File: src/rtl/mei_pkg.sv
package mei_pkg;

  localparam int NFIELD    = 6;
  localparam int FLD_MAXW  = 31;
  localparam int WILD_BIT  = 31;
  localparam int NGRP      = 2;

  // register selects; field selects 0..5 follow the field order below
  typedef enum logic [3:0] {
    SEL_DIMM   = 4'd0,
    SEL_RANK   = 4'd1,
    SEL_CHAN   = 4'd2,
    SEL_BANK   = 4'd3,
    SEL_PAGE   = 4'd4,
    SEL_COL    = 4'd5,
    SEL_MASK   = 4'd6,
    SEL_GROUP  = 4'd7,
    SEL_MODE   = 4'd8,
    SEL_ARM    = 4'd9
  } reg_sel_e;

  // mode word bit positions
  localparam int MODE_REPEAT = 0;
  localparam int MODE_ECC    = 1;
  localparam int MODE_PAR    = 2;

  typedef logic [FLD_MAXW-1:0] fld_t;

  // mask with the lowest w bits set
  function automatic fld_t width_mask(input int w);
    fld_t m;
    m = '0;
    for (int b = 0; b < FLD_MAXW; b++) begin
      if (b < w) m[b] = 1'b1;
    end
    return m;
  endfunction

  // one field compare: don't-care wins, else masked equality
  function automatic logic field_hit(input logic wild, input fld_t val,
                                     input fld_t addr, input fld_t msk);
    return wild || (((val ^ addr) & msk) == '0);
  endfunction

  // flip pattern for one check group
  function automatic logic [7:0] group_flip(input logic en, input logic [7:0] m);
    return en ? m : 8'h00;
  endfunction

endpackage

File: src/rtl/mei_cfg_regs.sv
module mei_cfg_regs
  import mei_pkg::*;
#(
  parameter int FW [NFIELD] = '{2, 2, 2, 3, 16, 10},
  parameter int CHK_W       = 16
) (
  input  logic              clk,
  input  logic              rst_n,
  input  logic              cfg_we,
  input  logic [3:0]        cfg_addr,
  input  logic [31:0]       cfg_wdata,
  output logic [31:0]       cfg_rdata,
  input  logic              inject_hit,
  output fld_t              fld_val  [NFIELD],
  output logic              fld_wild [NFIELD],
  output logic [CHK_W-1:0]  ecc_mask,
  output logic [1:0]        grp_sel,
  output logic [2:0]        mode,
  output logic              armed,
  output logic              arm_wr
);

  assign arm_wr = cfg_we && (cfg_addr == SEL_ARM);

  always_ff @(posedge clk) begin
    if (!rst_n) begin
      for (int i = 0; i < NFIELD; i++) begin
        fld_val[i]  <= '0;
        fld_wild[i] <= 1'b1;
      end
    end else if (cfg_we) begin
      for (int i = 0; i < NFIELD; i++) begin
        if (cfg_addr == 4'(i)) begin
          fld_wild[i] <= cfg_wdata[WILD_BIT];
          fld_val[i]  <= cfg_wdata[FLD_MAXW-1:0] & width_mask(FW[i]);
        end
      end
    end
  end

  always_ff @(posedge clk) begin
    if (!rst_n) begin
      ecc_mask <= '0;
      grp_sel  <= '0;
      mode     <= '0;
    end else if (cfg_we) begin
      case (reg_sel_e'(cfg_addr))
        SEL_MASK:  ecc_mask <= cfg_wdata[CHK_W-1:0];
        SEL_GROUP: grp_sel  <= cfg_wdata[1:0];
        SEL_MODE:  mode     <= cfg_wdata[2:0];
        default: ;
      endcase
    end
  end

  // software write wins over the one-shot self clear
  always_ff @(posedge clk) begin
    if (!rst_n)
      armed <= 1'b0;
    else if (arm_wr)
      armed <= cfg_wdata[0];
    else if (inject_hit && !mode[MODE_REPEAT])
      armed <= 1'b0;
  end

  always_comb begin
    cfg_rdata = '0;
    for (int i = 0; i < NFIELD; i++) begin
      if (cfg_addr == 4'(i)) cfg_rdata = {fld_wild[i], fld_val[i]};
    end
    case (reg_sel_e'(cfg_addr))
      SEL_MASK:  cfg_rdata = 32'(ecc_mask);
      SEL_GROUP: cfg_rdata = 32'(grp_sel);
      SEL_MODE:  cfg_rdata = 32'(mode);
      SEL_ARM:   cfg_rdata = 32'(armed);
      default: ;
    endcase
  end

endmodule

File: src/rtl/mei_addr_match.sv
module mei_addr_match
  import mei_pkg::*;
#(
  parameter int FW [NFIELD] = '{2, 2, 2, 3, 16, 10}
) (
  input  fld_t              fld_val  [NFIELD],
  input  logic              fld_wild [NFIELD],
  input  fld_t              addr_vec [NFIELD],
  output logic [NFIELD-1:0] hit_vec,
  output logic              all_match
);

  for (genvar g = 0; g < NFIELD; g++) begin : g_fld
    localparam fld_t FMASK = width_mask(FW[g]);
    assign hit_vec[g] = field_hit(fld_wild[g], fld_val[g], addr_vec[g], FMASK);
  end

  assign all_match = &hit_vec;

endmodule

File: src/rtl/mei_corrupt.sv
module mei_corrupt
  import mei_pkg::*;
#(
  parameter int DATA_W = 128,
  parameter int GRP_W  = 8,
  localparam int CHK_W = NGRP * GRP_W
) (
  input  logic              clk,
  input  logic              rst_n,
  input  logic              wr_valid,
  input  logic [DATA_W-1:0] wr_data,
  input  logic [CHK_W-1:0]  wr_ecc,
  input  logic              wr_par,
  input  logic              inject_hit,
  input  logic              do_ecc,
  input  logic              do_par,
  input  logic [1:0]        grp_sel,
  input  logic [CHK_W-1:0]  ecc_mask,
  output logic              out_valid,
  output logic [DATA_W-1:0] out_data,
  output logic [CHK_W-1:0]  out_ecc,
  output logic              out_par,
  output logic              out_injected
);

  logic [CHK_W-1:0] flip;

  for (genvar g = 0; g < NGRP; g++) begin : g_grp
    logic en;
    assign en = inject_hit && do_ecc && grp_sel[g];
    if (GRP_W == 8) begin : g_byte
      assign flip[g*GRP_W +: GRP_W] = group_flip(en, ecc_mask[g*GRP_W +: GRP_W]);
    end else begin : g_any
      assign flip[g*GRP_W +: GRP_W] = en ? ecc_mask[g*GRP_W +: GRP_W] : '0;
    end
  end

  always_ff @(posedge clk) begin
    if (!rst_n) begin
      out_valid    <= 1'b0;
      out_data     <= '0;
      out_ecc      <= '0;
      out_par      <= 1'b0;
      out_injected <= 1'b0;
    end else begin
      out_valid    <= wr_valid;
      out_data     <= wr_data;
      out_ecc      <= wr_ecc ^ flip;
      out_par      <= wr_par ^ (inject_hit && do_par);
      out_injected <= inject_hit;
    end
  end

endmodule

File: src/rtl/mem_err_inject.sv
module mem_err_inject
  import mei_pkg::*;
#(
  parameter int DIMM_W = 2,
  parameter int RANK_W = 2,
  parameter int CHAN_W = 2,
  parameter int BANK_W = 3,
  parameter int PAGE_W = 16,
  parameter int COL_W  = 10,
  parameter int DATA_W = 128,
  parameter int GRP_W  = 8
) (
  input  logic                  clk,
  input  logic                  rst_n,
  input  logic                  cfg_we,
  input  logic [3:0]            cfg_addr,
  input  logic [31:0]           cfg_wdata,
  output logic [31:0]           cfg_rdata,
  input  logic                  wr_valid,
  input  logic [DIMM_W-1:0]     wr_dimm,
  input  logic [RANK_W-1:0]     wr_rank,
  input  logic [CHAN_W-1:0]     wr_chan,
  input  logic [BANK_W-1:0]     wr_bank,
  input  logic [PAGE_W-1:0]     wr_page,
  input  logic [COL_W-1:0]      wr_col,
  input  logic [DATA_W-1:0]     wr_data,
  input  logic [2*GRP_W-1:0]    wr_ecc,
  input  logic                  wr_par,
  output logic                  out_valid,
  output logic [DATA_W-1:0]     out_data,
  output logic [2*GRP_W-1:0]    out_ecc,
  output logic                  out_par,
  output logic                  out_injected
);

  localparam int CHK_W = NGRP * GRP_W;
  localparam int FW [NFIELD] = '{DIMM_W, RANK_W, CHAN_W, BANK_W, PAGE_W, COL_W};

  fld_t              fld_val  [NFIELD];
  logic              fld_wild [NFIELD];
  fld_t              addr_vec [NFIELD];
  logic [NFIELD-1:0] hit_vec;
  logic              all_match;
  logic [CHK_W-1:0]  ecc_mask;
  logic [1:0]        grp_sel;
  logic [2:0]        mode;
  logic              armed;
  logic              arm_wr;
  logic              type_repeat;
  logic              any_damage;
  logic              inject_hit;

  always_comb begin
    addr_vec[0] = FLD_MAXW'(wr_dimm);
    addr_vec[1] = FLD_MAXW'(wr_rank);
    addr_vec[2] = FLD_MAXW'(wr_chan);
    addr_vec[3] = FLD_MAXW'(wr_bank);
    addr_vec[4] = FLD_MAXW'(wr_page);
    addr_vec[5] = FLD_MAXW'(wr_col);
  end

  assign type_repeat = mode[MODE_REPEAT];
  assign any_damage  = mode[MODE_ECC] | mode[MODE_PAR];
  assign inject_hit  = wr_valid && armed && all_match && any_damage;

  mei_cfg_regs #(.FW(FW), .CHK_W(CHK_W)) u_regs (
    .clk        (clk),
    .rst_n      (rst_n),
    .cfg_we     (cfg_we),
    .cfg_addr   (cfg_addr),
    .cfg_wdata  (cfg_wdata),
    .cfg_rdata  (cfg_rdata),
    .inject_hit (inject_hit),
    .fld_val    (fld_val),
    .fld_wild   (fld_wild),
    .ecc_mask   (ecc_mask),
    .grp_sel    (grp_sel),
    .mode       (mode),
    .armed      (armed),
    .arm_wr     (arm_wr)
  );

  mei_addr_match #(.FW(FW)) u_match (
    .fld_val   (fld_val),
    .fld_wild  (fld_wild),
    .addr_vec  (addr_vec),
    .hit_vec   (hit_vec),
    .all_match (all_match)
  );

  mei_corrupt #(.DATA_W(DATA_W), .GRP_W(GRP_W)) u_corrupt (
    .clk          (clk),
    .rst_n        (rst_n),
    .wr_valid     (wr_valid),
    .wr_data      (wr_data),
    .wr_ecc       (wr_ecc),
    .wr_par       (wr_par),
    .inject_hit   (inject_hit),
    .do_ecc       (mode[MODE_ECC]),
    .do_par       (mode[MODE_PAR]),
    .grp_sel      (grp_sel),
    .ecc_mask     (ecc_mask),
    .out_valid    (out_valid),
    .out_data     (out_data),
    .out_ecc      (out_ecc),
    .out_par      (out_par),
    .out_injected (out_injected)
  );

endmodule

File: config.mk
export PLATFORM = sky130hd
export DESIGN_NAME = mem_err_inject
export DESIGN_NICKNAME = d
export VERILOG_FILES = /design/src/rtl/mei_pkg.sv /design/src/rtl/mei_cfg_regs.sv /design/src/rtl/mei_addr_match.sv /design/src/rtl/mei_corrupt.sv /design/src/rtl/mem_err_inject.sv
export SDC_FILE = /design/constraint.sdc
export NUM_CORES = 1
export LEC_CHECK = 0
export BUFFER_PORTS_ARGS = -buffer_cell sky130_fd_sc_hd__buf_2
export CAP_MARGIN = 20
export CORE_AREA = 2 2 156 158
export CTS_CLUSTER_SIZE = 16
export DETAILED_ROUTE_END_ITERATION = 12
export DIE_AREA = 0 0 158 160
export GPL_TIMING_DRIVEN = 0
export PLACE_DENSITY = 0.59
export RECOVER_POWER = 25
export SYNTH_ARGS = -nofsm -noshare
export SYNTH_HDL_FRONTEND = slang
export SYNTH_SLANG_ARGS = --single-unit
File: constraint.sdc
create_clock -name clk -period 3.8 [get_ports clk]
set_input_delay 1.14 -clock clk [delete_from_list [all_inputs] [get_ports clk]]
set_output_delay 1.14 -clock clk [all_outputs]
set_load 0.005 [all_outputs]
==> impl_metrics.yaml, run 1 <==
sta:
  finalClockSkew_ps: 7.635
  whs_ps: 484.4
  fin_crit_sh_pct: 98.76
  min_period_ps: 3753
  finalHoldViolCount: 0
  fmax_mhz: 266.5
  tns_ps: 0
  finalSetupViolCount: 0
  worst_pin_slew_ps: 610.4
  drv_slew: 0
  max_slew_margin_pct: 59.31
floorplan:
  num_rows: 57
  die_h_um: 160
  die_area_um2: 25280
  die_w_um: 158
  initial_core_util_pct: 32.07
  ios: 399
  core_area_um2: 23820
power:
  p_leak_nw: 5.035
  peakVddDrop_v: 0.0002409
  cellPowerDensity_nw_per_um2: 477.3
synthesis:
  ys_top_cells_by_area: "dfxtp_1, and2_1, nand2_1"
  synth_edf_count: 0
  avgSynthCellArea_um2: 9.818
  synth-seq-cells: 210
  yosysMostFrequentCell: "dfxtp_1"
  netlist_instances: 778
  synth_top_flop_cell: "dfxtp_1"
  synth_top_area_share_pct: 55.04
  synthDistinctLibCells: 48
  syn_area_um2: 7639
  synth-async-reset-ratio_pct: 0
  ys_seq_area_share_pct: 55.04
  yosysTopAreaCell: "dfxtp_1"
  ys_warn_count: 0
  synthTopCellsByCount: "dfxtp_1, and2_1, nand2_1, a21oi_1, clkbuf_1"
place:
  place_inst: 1480
  dpl-instance-area_um2: 9918
  routabilityCongestion: 0.8630
  place.port_buffers: 364
  dp_hpwl_um: 21140
global_route:
  grt_start_max_net_pins: 20
  grt_pass1_vias: 6646
  grt_pass1_wl_um: 38590
  antenna_found_initial: 12
  gr-total-overflow: 0
  grt_usage_pct: 19.99
detailed_routing:
  drc: 0
  wl_um: 26350
  vias_per_cell: 4.534
  antenna_left: 0
  num_vias: 6933
  drtPass1Iterations: 7
  wl_per_cell_um: 17.23
  drtIter0Drc: 411
clock_network:
  cts_tree: "built"
  cts.sinks: 210
  ctsHoldBuffers: 0
  cts_buffers: 23
  htreeDepth: 1
  ctsRootBufferMaster: "clkbuf_16"
  clkTransAtPathRegs_ps: 60
  clock_latency_ps: 500
  clockBufferDepth: 3
flow_run:
  drv_cap: 0
setup_path:
  cp_slowest_cell: "mux4_2"
  crit_type: "in2out"
  start_kind: "input port"
  worstPathMaxFanout: 10
  critPathMaxStageDelay_ps: 520
  cp.arrival_ps: 2610
  crit_chain: "clkbuf_4 -> buf_8 -> mux4_2 -> a22oi_2 -> nand2_1 -> o21ai_0 -> a221oi_1 -> buf_2"
  cp.required_ps: 2660
  reg2reg_slack_ps: 1340
  cp-end-kind: "primary output"
layout:
  drive_above_1_share_pct: 37.27
  area_delta_synth_final_pct: 41.93
  fin_cells: 1529
  postLayoutCellArea_um2: 10840
  final_nets: 1400
  post-route-util_pct: 45.51
status:
  outcome: "complete, no violations"
min_path:
  min_path_type: "reg2reg"
[layer usage]
layer,track usage [%],share of wire [%],up-vias
met5,0,0.061,-
met2,35.24,50,315
met1,23.09,38,3171
li1,-,-,3410
met4,7.699,2.4,2
met3,4.966,9.0,35
[final timing paths]
kind	from	end	cells past startpoint
max	cfg_addr[1]	cfg_rdata[1]	8
min	u_regs.ecc_mask[11]	u_regs.ecc_mask[11]	2
max reg2reg	u_regs.fld_val[43]	u_corrupt.out_ecc[2]	7
min reg2reg	u_regs.ecc_mask[11]	u_regs.ecc_mask[11]	2
[metrics by stage]
stage | power [mW] | setup WS (ps)
final | 5.174 | 47.19
after global routing | 5.394 | -4.173
after CTS | 5.242 | 1.995
after detailed placement | 2.804 | -672.4
after global placement | 2.800 | -693.7
after floorplan | 2.547 | 166.0
[state kept, by name (all words and copies together), names as in the netlist]
register                count
u_corrupt.out_ecc          16
u_regs.armed                1
u_corrupt.out_data        128
u_regs.grp_sel              2
u_corrupt.out_injected      1
u_regs.mode                 3
u_corrupt.out_par           1
u_regs.fld_wild             6
u_regs.ecc_mask            16
u_corrupt.out_valid         1
u_regs.fld_val             35
[layout by cell type, fill, tap and decap left out, drive strengths merged, types with 5 or more instances in the layout]
cell type	count
a222oi	8
o21ai	7
and2	131
nor4	6
bufinv	5
nand2b	8
o31ai	5
inv	13
conb	15
a22o	7
clkbuf	73
nand2	90
dfxtp	210
o41ai	11
a21oi	60
mux2i	17
nand3	35
buf	387
or4	5
diode	11
nor2	22
xor2	18
xnor2	17
o311ai	8
[critical path, delay by kind of cell]
kind | cells | cell delay, ps
muxes | 1 | 520
AOI/OAI and AO/OA | 3 | 420
and+or+nand+nor | 1 | 60
buffers and inverters | 3 | 480
[cells by family after synthesis]
logic type             count (synthesis)  share of synthesized area (%)
AO/OA/AOI/OAI                        120                          10.61
XOR/XNOR                              35                          4.013
buffers and inverters                 80                          4.832
flip-flops                           210                          55.04
multiplexers                          20                          3.112
other                                  1                        0.04909
AND/OR/NAND/NOR                      312                          22.34
[cell type report]
cell class | instances | area (um2)
clock buffer | 30 | 651.9
tap | 324 | 405.4
timing repair buffer | 365 | 1832
inverter | 13 | 48.80
sequential | 210 | 4204
antenna | 11 | 27.53
multi-input combinational | 502 | 3152
fill | 2409 | 12980
buffer | 65 | 342.8
clock inverter | 9 | 177.7
[power by group]
| part | leakage, nW | internal (mW) | switching, mW |
|---|---|---|---|
| sequential | 1.73 | 2.29 | 0.0262 |
| combinational | 2.90 | 0.223 | 0.218 |
| clock | 0.397 | 1.54 | 0.873 |
[timing repair]
action,4_1_cts,5_1_grt
resized for setup,15,9
endpoints found under the setup margin,16,13
buffers inserted,0,1
pin swaps,1,2
gates cloned,0,0
Power figures use the tool's default switching activity.
==> inputs of run 2 (changes only) <==
--- a/config.mk
+++ b/config.mk
@@ -15,4 +15,5 @@
 export PLACE_DENSITY = 0.59
 export RECOVER_POWER = 25
+export SLEW_MARGIN = 20
 export SYNTH_ARGS = -nofsm -noshare
 export SYNTH_HDL_FRONTEND = slang
==> constraint.sdc (replaced) <==
create_clock -name clk -period 3.8 [get_ports clk]
set_input_delay 0.19 -clock clk [delete_from_list [all_inputs] [get_ports clk]]
set_output_delay 0.19 -clock clk [all_outputs]
set_load 0.005 [all_outputs]
==> run 2 against run 1 <==
  * Clock power about the same
  * First-iteration DRC count fell by 14%
  * Utilization up 6.4 points
  * Fmax increased by 47%
  * Clock skew decreased by 1.0 ps
  * Sequential share of layout area down 4.8 points
  * Non-clock buffer count is 161 higher
  * Global-route usage is 1.5 points higher
  * Combinational power is 31% higher
  * Sequential power barely moved
  * Critical path type unchanged
  * Largest cell class unchanged
==> impl_metrics.yaml, run 2 (synthesis gave the netlist of run 1 again) <==
global_route:
  grt_pass1_vias: 7694
  grt_pass1_wl_um: 41970
  grt_usage_pct: 21.46
  grt_start_max_net_pins: 15
  antenna_found_initial: 8
  gr-total-overflow: 0
layout:
  final_nets: 1561
  largest_reg_flops: 128
  final_common_cell: "buf_2"
  layout_common_cells: "buf_2, dfxtp_1, dlygate4sd3_1"
  area_delta_synth_final_pct: 61.95
  drive_above_1_share_pct: 31.88
  regArea_um2: 4204
  multi_input_area_um2: 3118
  n_fill_cell: 2224
  postLayoutCellArea_um2: 12370
  post-route-util_pct: 51.93
  reg_top3: "u_corrupt.out_data x128, u_regs.fld_val x35"
  regMostFlops: "u_corrupt.out_data"
min_path:
  min_path_type: "in2reg"
sta:
  finalHoldViolCount: 0
  tns_ps: 0
  finalSetupViolCount: 0
  drv_slew: 0
  fin_crit_sh_pct: 67.26
  fmax_mhz: 391.3
  finalClockSkew_ps: 6.619
  rsz0062_at_grt: "false"
  max_slew_margin_pct: 58.37
  min_period_ps: 2556
  worst_pin_slew_ps: 624.5
place:
  dpl-instance-area_um2: 9918
  dp_hpwl_um: 21140
  routabilityCongestion: 0.8630
  place.port_buffers: 364
power:
  switching_power_mw: 1.162
  peakVddDrop_v: 0.0002443
  total_power_mw: 5.320
  seq_power_share_pct: 43.6
  cellPowerDensity_nw_per_um2: 430.0
  power_frac_comb_pct: 10.8
  netSwitchingFraction_pct: 21.85
  p_leak_nw: 5.641
  p_int_mw: 4.157
  pwr-share-clk_pct: 45.5
setup_path:
  cp.arrival_ps: 2370
  worstPathMaxFanout: 10
  cp.required_ps: 3610
  start_kind: "input port"
  crit_top_cell: "buf_2"
  crit_chain: "buf_2 -> clkbuf_1 -> nand2_1 -> nor2_1 -> buf_2 -> buf_1 -> a22o_1 -> buf_2"
  cp_slowest_cell: "buf_1"
  cp_top_family: "buffers and inverters"
  critPathMaxStageDelay_ps: 460
  cp-end-kind: "primary output"
  crit_type: "in2out"
  critPathBufInv: 5
clock_network:
  clkTransAtPathRegs_ps: 60
  ctsRootBufferMaster: "clkbuf_16"
  cts.sinks: 210
  clockBufferDepth: 3
  cts_tree: "built"
  htreeDepth: 1
  clock_latency_ps: 500
  cts_buffers: 23
  ctsHoldBuffers: 160
  post_cts_buffers: 0
  cts_resized: 0
floorplan:
  initial_core_util_pct: 32.07
  num_rows: 57
  die_area_um2: 25280
  die_w_um: 158
  die_h_um: 160
  ios: 399
  core_area_um2: 23820
detailed_routing:
  drtPass1Iterations: 5
  antenna_left: 0
  wl_per_cell_um: 16.86
  drc: 0
  wl_um: 28460
  num_vias: 7654
  vias_per_cell: 4.534
  drtIter0Drc: 355
flow_run:
  drv_cap: 0
status:
  outcome: "complete, no violations"
## run 2: cell types whose count changed in the layout (fill, tap and decap cells not counted), moves of 3 or more
cell / change
dlygate4sd3_1: +160
and2_0: +42
clkbuf_1: +6
and2_1: -41
nor2_1: +3
## run 2: path summary, 6_finish.rpt
kind                                          start                    to  slack (ps)  cells after the start
worst min-delay path                  cfg_wdata[31]    u_regs.fld_wild[1]          40                      3
worst max register to register   u_regs.fld_val[43]  u_corrupt.out_ecc[3]        1340                      7
worst min register to register  u_regs.ecc_mask[11]   u_regs.ecc_mask[11]         480                      2
worst max-delay path                    cfg_addr[1]         cfg_rdata[15]        1240                      8
## run 2: cell type report
type                       count  area share (%)
inverter                      13          0.3945
buffer                        67           2.589
sequential                   210           33.98
timing repair buffer         524           27.66
clock buffer                  30           5.270
multi-input combinational    502           25.20
antenna                        9          0.1821
clock inverter                 9           1.436
tap                          324           3.277
## run 2: power by group through the flow
stage	Combinational, mW	Clock (mW)	Sequential (mW)
floorplan	0.167	0	2.38
global placement	0.434	0	2.37
detailed placement	0.436	0	2.37
CTS	0.577	2.48	2.32
global route	0.631	2.57	2.33
finish	0.576	2.42	2.32
## run 2: per-layer routing
| metal | routed length (um) | global-route usage (%) | up-vias |
|---|---|---|---|
| met5 | 12 | 0 | - |
| met4 | 1006 | 8.804 | 2 |
| met3 | 2325 | 4.939 | 70 |
| met2 | 14210 | 38.85 | 331 |
| met1 | 10900 | 23.92 | 3515 |
| li1 | - | - | 3736 |
## run 2: through the flow
stage	hold slack, ps	worst slack (ps)	cells
after global routing	35.97	994.1	1687
final	36.45	1244	1688
after global placement	395.4	1206	1480
after floorplan	311.7	1932	792
after CTS	19.79	1214	1679
after detailed placement	394.4	1228	1480
## run 2: worst register-to-register path: stages (launching register included)
cell,delay [ps]
dfxtp_1,360
xor2_1,320
nor4_2,110
a41oi_1,420
clkbuf_1,390
clkbuf_1,480
o311ai_1,170
o41ai_1,100
==> inputs of run 3 (changes only) <==
- PLACE_DENSITY: 0.59 -> 0.61
- clock period: 3.8 -> 2.3 ns (I/O delays scaled with it)
==> run 3 against run 2 <==
  * Utilization is 0.23 points higher
  * Global-route usage up 0.95 points
  * Non-clock buffer count is 5 higher
  * Critical path depth down 1
  * Clock power up 72%
  * Sequential share of layout area down 0.14 points
  * Largest power group unchanged
==> impl_metrics.yaml, run 3 (synthesis gave the netlist of run 1 again) <==
detailed_routing:
  vias_per_cell: 4.515
  wl_per_cell_um: 17.35
  drc: 0
  num_vias: 7666
  antenna_left: 0
  wl_um: 29470
  drtPass1Iterations: 7
  drtIter0Drc: 436
power:
  p_int_mw: 6.954
  peakVddDrop_v: 0.0004326
  switching_power_mw: 2.017
  netSwitchingFraction_pct: 22.49
  p_leak_nw: 5.526
  cellPowerDensity_nw_per_um2: 722.1
  total_power_mw: 8.971
  pwr-share-clk_pct: 46.5
  power_frac_comb_pct: 10.7
  seq_power_share_pct: 42.8
clock_network:
  clkTransAtPathRegs_ps: 60
  clock_latency_ps: 510
  ctsRootBufferMaster: "clkbuf_16"
  cts_buffers: 23
  cts_tree: "built"
  htreeDepth: 1
  cts.sinks: 210
  clockBufferDepth: 3
floorplan:
  initial_core_util_pct: 32.07
  die_area_um2: 25280
  die_h_um: 160
  ios: 399
  core_area_um2: 23820
  num_rows: 57
  die_w_um: 158
layout:
  layout_common_cells: "buf_2, dfxtp_1, dlygate4sd3_1"
  drive_above_1_share_pct: 28.78
  post-route-util_pct: 52.16
  n_fill_cell: 2260
  final_nets: 1566
  area_delta_synth_final_pct: 62.65
  largest_reg_flops: 128
  regMostFlops: "u_corrupt.out_data"
  reg_top3: "u_corrupt.out_data x128, u_regs.fld_val x35"
  final_common_cell: "buf_2"
global_route:
  grt_usage_pct: 22.41
  grt_pass1_wl_um: 43730
  gr-total-overflow: 0
  grt_pass1_vias: 7868
  grt_start_max_net_pins: 20
  antenna_found_initial: 14
place:
  place.port_buffers: 364
  dp_hpwl_um: 21500
  routabilityCongestion: 0.8531
setup_path:
  reg2reg_slack_ps: 80
  cp_top_family: "simple AND/OR/NAND/NOR gates"
  cp_slowest_cell: "or4_1"
  critPathBufInv: 1
  cp.arrival_ps: 2640
  crit_type: "reg2reg"
  critPathMaxStageDelay_ps: 490
  crit_chain: "xnor2_1 -> nand4_1 -> nor4_4 -> o211ai_4 -> buf_4 -> or4_1 -> a21oi_1"
  cp-end-kind: "register"
  cp.required_ps: 2720
  worstPathMaxFanout: 6
  start_kind: "register"
sta:
  finalSetupViolCount: 0
  fmax_mhz: 450.0
  max_slew_margin_pct: 58.11
  finalHoldViolCount: 0
  fin_crit_sh_pct: 96.62
  finalClockSkew_ps: 21.84
  worst_pin_slew_ps: 628.4
  drv_slew: 0
  min_period_ps: 2222
  rsz0062_at_grt: "false"
status:
  outcome: "complete, no violations"
flow_run:
  drv_cap: 0
min_path:
  min_path_type: "in2reg"
run 3: changes by cell type in the layout (fill, tap and decap cells not counted), sizes merged:
cell,change
buf,-54
bufinv,+1
clkbuf,+54
clkinv,+2
clkinvlp,+1
diode,+3
dlygate4sd3,+2
inv,+1
run 3: path summary, 6_finish.rpt:
kind,from,endpoint,depth (start not counted)
setup / recovery,u_regs.fld_val[0],u_corrupt.out_ecc[10],7
hold / removal,cfg_addr[1],u_regs.armed,4
setup reg to reg,u_regs.fld_val[0],u_corrupt.out_ecc[10],7
hold reg to reg,u_regs.ecc_mask[11],u_regs.ecc_mask[11],2
run 3: repair_timing:
action / 4_1_cts / 5_1_grt
pin swaps: 0 / 4
setup buffers: 0 / 4
resized for setup: 5 / 12
endpoints found under the setup margin: 24 / 20
endpoints found under the hold margin: 190 / 0
cloned: 0 / 0
hold buffers: 162 / 0
run 3: power groups by stage:
stage          sequential, mW  clock [mW]  combinational [mW]
3_5_place_dp             3.91           0               0.718
4_1_cts                  3.83        4.25               0.954
5_1_grt                  3.85        4.42                1.04
3_3_place_gp             3.91           0               0.712
6_report                 3.84        4.17               0.956
2_1_floorplan            3.93           0               0.276
run 3: routing by layer:
| layer | vias up | track usage, % | routed length (um) |
|---|---|---|---|
| met1 | 3554 | 24.89 | 11280 |
| li1 | 3747 | - | - |
| met3 | 58 | 5.834 | 2372 |
| met2 | 303 | 41.30 | 15090 |
| met5 | - | 0 | 26 |
| met4 | 4 | 6.921 | 696 |
run 3: final cells by class:
class                      count  area (um2)  share of cell area (%)
multi-input combinational    502        3149                   25.35
tap                          324       405.4                   3.263
clock buffer                  27       630.6                   5.076
sequential                   210        4205                   33.85
buffer                        66       324.1                   2.608
clock inverter                14       234.0                   1.883
timing repair buffer         530        3397                   27.34
inverter                      13       48.80                  0.3927
antenna                       12       30.03                  0.2417
run 3: worst register-to-register path, delay by kind of cell, from the launching register on:
family                 cells  cell delay (ps)
buffers and inverters      1              180
AO/OA/AOI/OAI              2              320
flip-flops                 1              400
AND/OR/NAND/NOR            3             1090
XOR/XNOR                   1              140
run 3: metrics by stage:
stage / setup TNS [ps] / hold slack [ps] / cells / setup slack (ps) / area, um2
global route: 0 / 116.8 / 1696 / 2.432 / 12420
finish: 0 / 74.04 / 1698 / 77.66 / 12420
CTS: 0 / 52.47 / 1682 / 4.076 / 12410
detailed placement: -3795 / 324.0 / 1480 / -277.2 / 9918
floorplan: 0 / 236.7 / 792 / 431.7 / 7691
global placement: -4126 / 320.4 / 1480 / -298.3 / 9918
